### src/rtl/mtc_pkg.sv
package mtc_pkg;
  localparam int CFGW = 7;
  localparam int ADDR_CTRL  = 0;
  localparam int ADDR_PRESC = 1;
  localparam int ADDR_COUNT = 2;
  localparam int ADDR_FLAGS = 3;
  localparam int ADDR_MATCH = 4;

  // channel configuration, MSB first: pwm[6] init[5] act[4:3] stop[2] rst[1] irqEn[0]
  typedef struct packed {
    logic       pwm;
    logic       init;
    logic [1:0] act;
    logic       stop;
    logic       rst;
    logic       irqEn;
  } chanCfg_t;

  typedef enum logic [1:0] {
    ACT_KEEP = 2'd0,
    ACT_LOW  = 2'd1,
    ACT_HIGH = 2'd2,
    ACT_INV  = 2'd3
  } outAct_e;

  // control-to-datapath strobes
  typedef struct packed {
    logic countEn;
    logic countClr;
    logic wrapReq;
  } strobes_t;
endpackage

### src/rtl/mtc_datapath.sv
module mtc_datapath
  import mtc_pkg::*;
#(
  parameter int W   = 32,
  parameter int NCH = 4
) (
  input  logic             clk,
  input  logic             rstN,
  input  strobes_t         stb,
  input  logic             wrPresc,
  input  logic [NCH-1:0]   wrMatch,
  input  logic [W-1:0]     wrData,
  output logic [W-1:0]     count,
  output logic [W-1:0]     presc,
  output logic [NCH*W-1:0] matchFlat,
  output logic [NCH-1:0]   evt,
  output logic             wrapped
);
  logic [W-1:0] prescCnt;
  logic         pending;
  logic         newValue;
  logic         tick;

  assign tick    = stb.countEn && (prescCnt >= presc);
  assign wrapped = tick && (pending || stb.wrapReq);

  always_ff @(posedge clk or negedge rstN) begin
    if (!rstN) begin
      prescCnt <= '0;
      count    <= '0;
      pending  <= 1'b0;
      newValue <= 1'b0;
    end else if (stb.countClr) begin
      prescCnt <= '0;
      count    <= '0;
      pending  <= 1'b0;
      newValue <= 1'b0;
    end else begin
      newValue <= tick;
      if (stb.countEn) prescCnt <= tick ? '0 : prescCnt + 1'b1;
      if (tick) begin
        count   <= wrapped ? '0 : count + 1'b1;
        pending <= 1'b0;
      end else begin
        pending <= pending || stb.wrapReq;
      end
    end
  end

  always_ff @(posedge clk or negedge rstN) begin
    if (!rstN)        presc <= '0;
    else if (wrPresc) presc <= wrData;
  end

  for (genvar i = 0; i < NCH; i++) begin : g_match
    logic [W-1:0] matchReg;
    always_ff @(posedge clk or negedge rstN) begin
      if (!rstN)           matchReg <= '1;
      else if (wrMatch[i]) matchReg <= wrData;
    end
    assign matchFlat[i*W +: W] = matchReg;
    // an event only on the cycle the count has just taken a new value
    assign evt[i] = newValue && (count == matchReg);
  end
endmodule

### src/rtl/mtc_control.sv
module mtc_control
  import mtc_pkg::*;
#(
  parameter int NCH = 4,
  parameter int AW  = 4
) (
  input  logic                clk,
  input  logic                rstN,
  input  logic                wrEn,
  input  logic [AW-1:0]       wrAddr,
  input  logic [CFGW-1:0]     wrByte,
  input  logic [NCH-1:0]      evt,
  input  logic                wrapped,
  output strobes_t            stb,
  output logic                wrPresc,
  output logic [NCH-1:0]      wrMatch,
  output logic [NCH*CFGW-1:0] cfgFlat,
  output logic [NCH-1:0]      flags,
  output logic [NCH-1:0]      matchOut,
  output logic                runBit,
  output logic                clrBit,
  output logic                stopHit
);
  localparam int CFG_BASE = ADDR_MATCH + NCH;

  logic           wrCtrl, wrFlags;
  logic [NCH-1:0] wrCfg, stopVec, rstVec, setVec;
  chanCfg_t       cfg [NCH];

  assign wrCtrl  = wrEn && (wrAddr == AW'(ADDR_CTRL));
  assign wrPresc = wrEn && (wrAddr == AW'(ADDR_PRESC));
  assign wrFlags = wrEn && (wrAddr == AW'(ADDR_FLAGS));

  assign stopHit     = |stopVec;
  assign stb.countClr = clrBit;
  assign stb.countEn  = runBit && !stopHit && !clrBit;
  assign stb.wrapReq  = |rstVec;

  always_ff @(posedge clk or negedge rstN) begin
    if (!rstN) begin
      runBit <= 1'b0;
      clrBit <= 1'b0;
    end else if (wrCtrl) begin
      runBit <= wrByte[0];
      clrBit <= wrByte[1];
    end else if (stopHit) begin
      runBit <= 1'b0;
    end
  end

  always_ff @(posedge clk or negedge rstN) begin
    if (!rstN) flags <= '0;
    else       flags <= (flags & ~(wrFlags ? wrByte[NCH-1:0] : '0)) | setVec;
  end

  for (genvar i = 0; i < NCH; i++) begin : g_chan
    localparam bit PWM_OK = (i < NCH - 1);
    logic pwmOn;

    assign wrMatch[i] = wrEn && (wrAddr == AW'(ADDR_MATCH + i));
    assign wrCfg[i]   = wrEn && (wrAddr == AW'(CFG_BASE + i));
    assign stopVec[i] = evt[i] && cfg[i].stop;
    assign rstVec[i]  = evt[i] && cfg[i].rst;
    assign setVec[i]  = evt[i] && cfg[i].irqEn;
    assign pwmOn      = PWM_OK && cfg[i].pwm;
    assign cfgFlat[i*CFGW +: CFGW] = cfg[i];

    always_ff @(posedge clk or negedge rstN) begin
      if (!rstN) begin
        cfg[i]      <= '0;
        matchOut[i] <= 1'b0;
      end else if (wrCfg[i]) begin
        cfg[i]      <= chanCfg_t'(wrByte);
        matchOut[i] <= wrByte[5];
      end else if (pwmOn) begin
        if (wrapped)     matchOut[i] <= 1'b0;
        else if (evt[i]) matchOut[i] <= 1'b1;
      end else if (evt[i]) begin
        case (outAct_e'(cfg[i].act))
          ACT_LOW:  matchOut[i] <= 1'b0;
          ACT_HIGH: matchOut[i] <= 1'b1;
          ACT_INV:  matchOut[i] <= !matchOut[i];
          default:  matchOut[i] <= matchOut[i];
        endcase
      end
    end
  end
endmodule

### src/rtl/mtc_top.sv
module mtc_top
  import mtc_pkg::*;
#(
  parameter int W   = 32,
  parameter int NCH = 4,
  parameter int AW  = 4
) (
  input  logic           clk,
  input  logic           rstN,
  input  logic           wrEn,
  input  logic [AW-1:0]  wrAddr,
  input  logic [W-1:0]   wrData,
  input  logic [AW-1:0]  rdAddr,
  output logic [W-1:0]   rdData,
  output logic [NCH-1:0] matchOut,
  output logic           irq
);
  strobes_t            stb;
  logic                wrPresc, wrapped, runBit, clrBit, stopHit;
  logic [NCH-1:0]      wrMatch, evt, flags;
  logic [W-1:0]        count, presc;
  logic [NCH*W-1:0]    matchFlat;
  logic [NCH*CFGW-1:0] cfgFlat;

  mtc_control #(.NCH(NCH), .AW(AW)) u_ctl (
    .clk(clk), .rstN(rstN), .wrEn(wrEn), .wrAddr(wrAddr), .wrByte(wrData[CFGW-1:0]),
    .evt(evt), .wrapped(wrapped), .stb(stb), .wrPresc(wrPresc), .wrMatch(wrMatch),
    .cfgFlat(cfgFlat), .flags(flags), .matchOut(matchOut), .runBit(runBit),
    .clrBit(clrBit), .stopHit(stopHit)
  );

  mtc_datapath #(.W(W), .NCH(NCH)) u_dp (
    .clk(clk), .rstN(rstN), .stb(stb), .wrPresc(wrPresc), .wrMatch(wrMatch),
    .wrData(wrData), .count(count), .presc(presc), .matchFlat(matchFlat),
    .evt(evt), .wrapped(wrapped)
  );

  assign irq = |flags;

  always_comb begin
    rdData = '0;
    if (rdAddr == AW'(ADDR_CTRL))       rdData = W'({clrBit, runBit});
    else if (rdAddr == AW'(ADDR_PRESC)) rdData = presc;
    else if (rdAddr == AW'(ADDR_COUNT)) rdData = count;
    else if (rdAddr == AW'(ADDR_FLAGS)) rdData = W'(flags);
    for (int i = 0; i < NCH; i++) begin
      if (rdAddr == AW'(ADDR_MATCH + i))       rdData = matchFlat[i*W +: W];
      if (rdAddr == AW'(ADDR_MATCH + NCH + i)) rdData = W'(cfgFlat[i*CFGW +: CFGW]);
    end
  end
endmodule

### config.mk
export PLATFORM = sky130hd
export DESIGN_NAME = mtc_top
export DESIGN_NICKNAME = d
export VERILOG_FILES = /design/src/rtl/mtc_pkg.sv /design/src/rtl/mtc_datapath.sv /design/src/rtl/mtc_control.sv /design/src/rtl/mtc_top.sv
export SDC_FILE = /design/constraint.sdc
export NUM_CORES = 1
export LEC_CHECK = 0
export ABC_AREA = 1
export ABC_CLOCK_PERIOD_IN_PS = 4000
export BUFFER_PORTS_ARGS = -buffer_cell sky130_fd_sc_hd__buf_2
export CAP_MARGIN = 20
export CORE_ASPECT_RATIO = 0.6
export CORE_MARGIN = 5
export CORE_UTILIZATION = 38
export DETAILED_ROUTE_END_ITERATION = 7
export PLACE_DENSITY = 0.59
export REMOVE_ABC_BUFFERS = 1
export SETUP_SLACK_MARGIN = 0.1
export SLEW_MARGIN = 20
export SYNTH_ARGS = -nofsm -noshare
export SYNTH_HDL_FRONTEND = slang
export SYNTH_SLANG_ARGS = --single-unit
export TNS_END_PERCENT = 100
### constraint.sdc
create_clock -name clk -period 4 [get_ports clk]
set_clock_uncertainty 0.15 [all_clocks]
set_input_delay 0.2 -clock clk [delete_from_list [all_inputs] [get_ports clk]]
set_output_delay 0.2 -clock clk [all_outputs]
set_load 0.01 [all_outputs]
==> run_results.csv <==
group,metric,value,unit
route,dr.max_layer_used,"met4",
timing,setup_tns,0,ps
route,first_iter_violations,1891,
worst_setup_path,reg2regPathDepth,13,
floorplanning,ios,80,
synthesis,netlist_area,0.0160,mm^2
flow_run,drv_cap,0,
final_layout,seqCellArea,0.00677,mm^2
power_and_ir_drop,irDropWorstVdd,0.315,mV
grt,overflow,0,
cts,root_buffer,"clkbuf_16",
timing,setup_viol,0,
placed_design,gp_congestion,0.944,
route,num_vias,15200,
cts,max-clock-path-buffers,3,
cts,htree_levels,1,
grt,antenna_found_initial,0,
worst_setup_path,worst_ep_arrival_time,3660,ps
synthesis,synth_area_leaders,"dfrtp_1 (21%), dfstp_2 (21%), nand2_1 (14%)",
cts,cts_sinks,264,
cts,clk_latency,570,ps
final_layout,area_growth,13.4,%
worst_setup_path,ff2ff_setup_slack,550,ps
final_layout,fillers,4244,
cts,postCtsSetupBuffers,0,
route,dr_wl_met3,5740,um
placed_design,dp_hpwl,41500,um
synthesis,ys_seq_elements,264,
grt,grt_pass1_wl,86900,um
synthesis,yosysWarnings,0,
min_path,hp-class,"input pin to flop",
final_layout,antenna_cells,0,
timing,rsz0062_at_grt,"no",
floorplanning,start_util,38.3,%
route,antenna_left,0,
synthesis,synth_edf_count,0,
final_layout,drive_gt1_share,14.8,%
timing,hold_violations,0,
grt,grt_max_degree,92,
route,viasPerCell,5.37,
route,route.met2.wl,21400,um
synthesis,synth_ff_type,"dfrtp_1",
floorplanning,die_width,275,um
worst_setup_path,r2r_start,"u_dp.prescCnt[27]$_DFFE_PN0P_",
final_layout,final_nets,2328,
worst_setup_path,required,4210,ps
synthesis,ys_types,46,
worst_setup_path,critPathCaptureType,"flop",
route,first_pass_iters,5,
timing,setup_ws,550,ps
timing,finalMaxSlewViolations,0,
synthesis,syn_avg_cell_area,7.39,um^2
synthesis,synth_top_cell_area_share,21.3,%
timing,maxSlewHeadroom,47.8,%
final_layout,final_cell_mix,"nand2_1 (606), o21ai_0 (294), inv_1 (256), dfrtp_1 (136), dfstp_2 (128)",
worst_setup_path,r2r-end,"u_dp.prescCnt[14]$_DFFE_PN0P_",
min_path,worstHoldStart,"wrData[3]",
floorplanning,core,0.0417,mm^2
route,routed_wl,56800,um
route,met1_length,28500,um
min_path,min_to,"u_ctl.cfgFlat[24]$_DFFE_PN0P_",
synthesis,yosysTopAreaCell,"dfrtp_1",
worst_setup_path,cp_max_fo,43,
final_layout,multi_input_area,0.00774,mm^2
power_and_ir_drop,static-leakage-power,7.98,nW
timing,fin_crit,3450,ps
cts,clk_pin_slew,60,ps
floorplanning,rows,58,
cts,cts_tree,"yes",
final_layout,layout_commonest_cell,"nand2_1",
synthesis,synth-seq-area-share,42.3,%
floorplanning,die_h,169,um
grt,grt_util_all_layers,24.2,%
placed_design,port-buffer-count,79,
min_path,whs_path_depth,3,
placed_design,place_ws,628,ps
route,drt-wirelength-per-cell,20.0,um
timing,tightest_slew,783,ps
timing,fin_crit_sh,86.2,%
grt,first_global_vias,14000,
synthesis,netlist_instances,2163,
synthesis,async_flop_share,100,%
timing,fmax,290,MHz
floorplanning,die_area,0.0464,mm^2
timing,hold_slack,22.1,ps
cts,cts_buffers,28,
route,drc,0,
worst_setup_path,startpoint_type,"flop",
worst_setup_path,path_class,"flop to flop",
run_status,status,"completed",
power_and_ir_drop,power_density,445,mW/mm^2
-- worst max-delay path, cell delays in order (launching register included) --
cell     delay [ps]
dfrtp_1         440
ha_1            320
nand2_1          70
nor2_1          190
nand2_1         120
nor4_1          340
nand3_1         120
nand3_1         270
inv_1           210
nor2_8          160
buf_4           420
nor3_1           90
nand2_1          80
o21ai_0         230
-- repair_timing --
item	4_1_cts	5_1_grt
hold endpoints to repair	259	0
gates resized for setup	0	0
hold buffers	35	0
-- per-stage QoR --
stage | cell area [um^2] | util [%] | total power, mW | instances
after floorplan | 15500 | - | 4.73 | 2072
after global placement | 16900 | 40.5 | 5.42 | 2750
after detailed placement | 16900 | 40.5 | 5.47 | 2750
after CTS | 18100 | 43.4 | 8.06 | 2836
after global routing | 18100 | 43.4 | 8.50 | 2836
final | 18100 | 43.4 | 8.05 | 2836
-- cells in the mapped netlist, types with 10 or more instances --
library cell	n
dfstp_2	128
o22ai_1	42
nand3_1	53
nor2_2	10
nor4_1	16
clkbuf_1	51
nor3_1	48
ha_1	40
o21ai_0	294
nor2_1	114
dfrtp_1	136
xnor2_1	28
xor2_1	54
inv_1	256
a21oi_1	111
nand4_1	40
buf_4	10
o21ai_1	12
inv_2	20
nand2_1	610
buf_2	20
-- routing by layer --
metal	global-route usage [%]	up-vias
li1	-	7199
met1	39.5	7276
met2	31.4	685
met3	6.30	70
met4	4.65	0
met5	0	-
-- worst max-delay path by stage --
| stage | end | slack, ps | start | depth (start not counted) |
|---|---|---|---|---|
| global placement | u_dp.count[18]$_DFFE_PN0P_ | 690 | u_dp.prescCnt[27]$_DFFE_PN0P_ | 12 |
| floorplan | u_dp.prescCnt[7]$_DFFE_PN0P_ | 1140 | u_dp.count[15]$_DFFE_PN0P_ | 13 |
| CTS | u_dp.count[0]$_DFFE_PN0P_ | 610 | u_dp.prescCnt[27]$_DFFE_PN0P_ | 12 |
| global route | u_dp.count[0]$_DFFE_PN0P_ | 250 | u_dp.prescCnt[27]$_DFFE_PN0P_ | 12 |
| finish | u_dp.prescCnt[14]$_DFFE_PN0P_ | 550 | u_dp.prescCnt[27]$_DFFE_PN0P_ | 13 |
| detailed placement | u_dp.count[29]$_DFFE_PN0P_ | 630 | u_dp.prescCnt[27]$_DFFE_PN0P_ | 12 |
-- power breakdown --
part           switching [mW]  internal [mW]  total (mW)
Clock                    1.12           1.43        2.55
Combinational            1.14          0.613        1.75
Sequential              0.446           3.31        3.76
-- layout make-up --
| type | count | area share [%] |
|---|---|---|
| tap | 570 | 3.94 |
| inverter | 278 | 5.76 |
| clock inverter | 8 | 0.359 |
| sequential | 264 | 37.4 |
| clock buffer | 43 | 4.41 |
| multi-input combinational | 1530 | 42.7 |
| timing repair buffer | 143 | 5.44 |
-- registers in the layout, summed over array words and instances (netlist names) --
name	cells
u_ctl.cfgFlat	25
u_ctl.clrBit	1
u_ctl.flags	4
u_ctl.g_chan.pwmOn	3
u_ctl.matchOut	4
u_ctl.runBit	1
u_dp.count	32
u_dp.g_match.matchReg	128
u_dp.newValue	1
u_dp.pending	1
u_dp.presc	32
u_dp.prescCnt	32
-- cells by family after synthesis --
logic type | after synthesis | synth area share, %
AO/OA/AOI/OAI | 484 | 16.1
multiplexers | 1 | 0.0705
AND/OR/NAND/NOR | 923 | 24.6
XOR/XNOR | 82 | 4.49
buffers and inverters | 369 | 9.34
flip-flops | 264 | 42.3
adder cells (fa/ha/maj) | 40 | 3.13
Power figures use the tool's default switching activity.
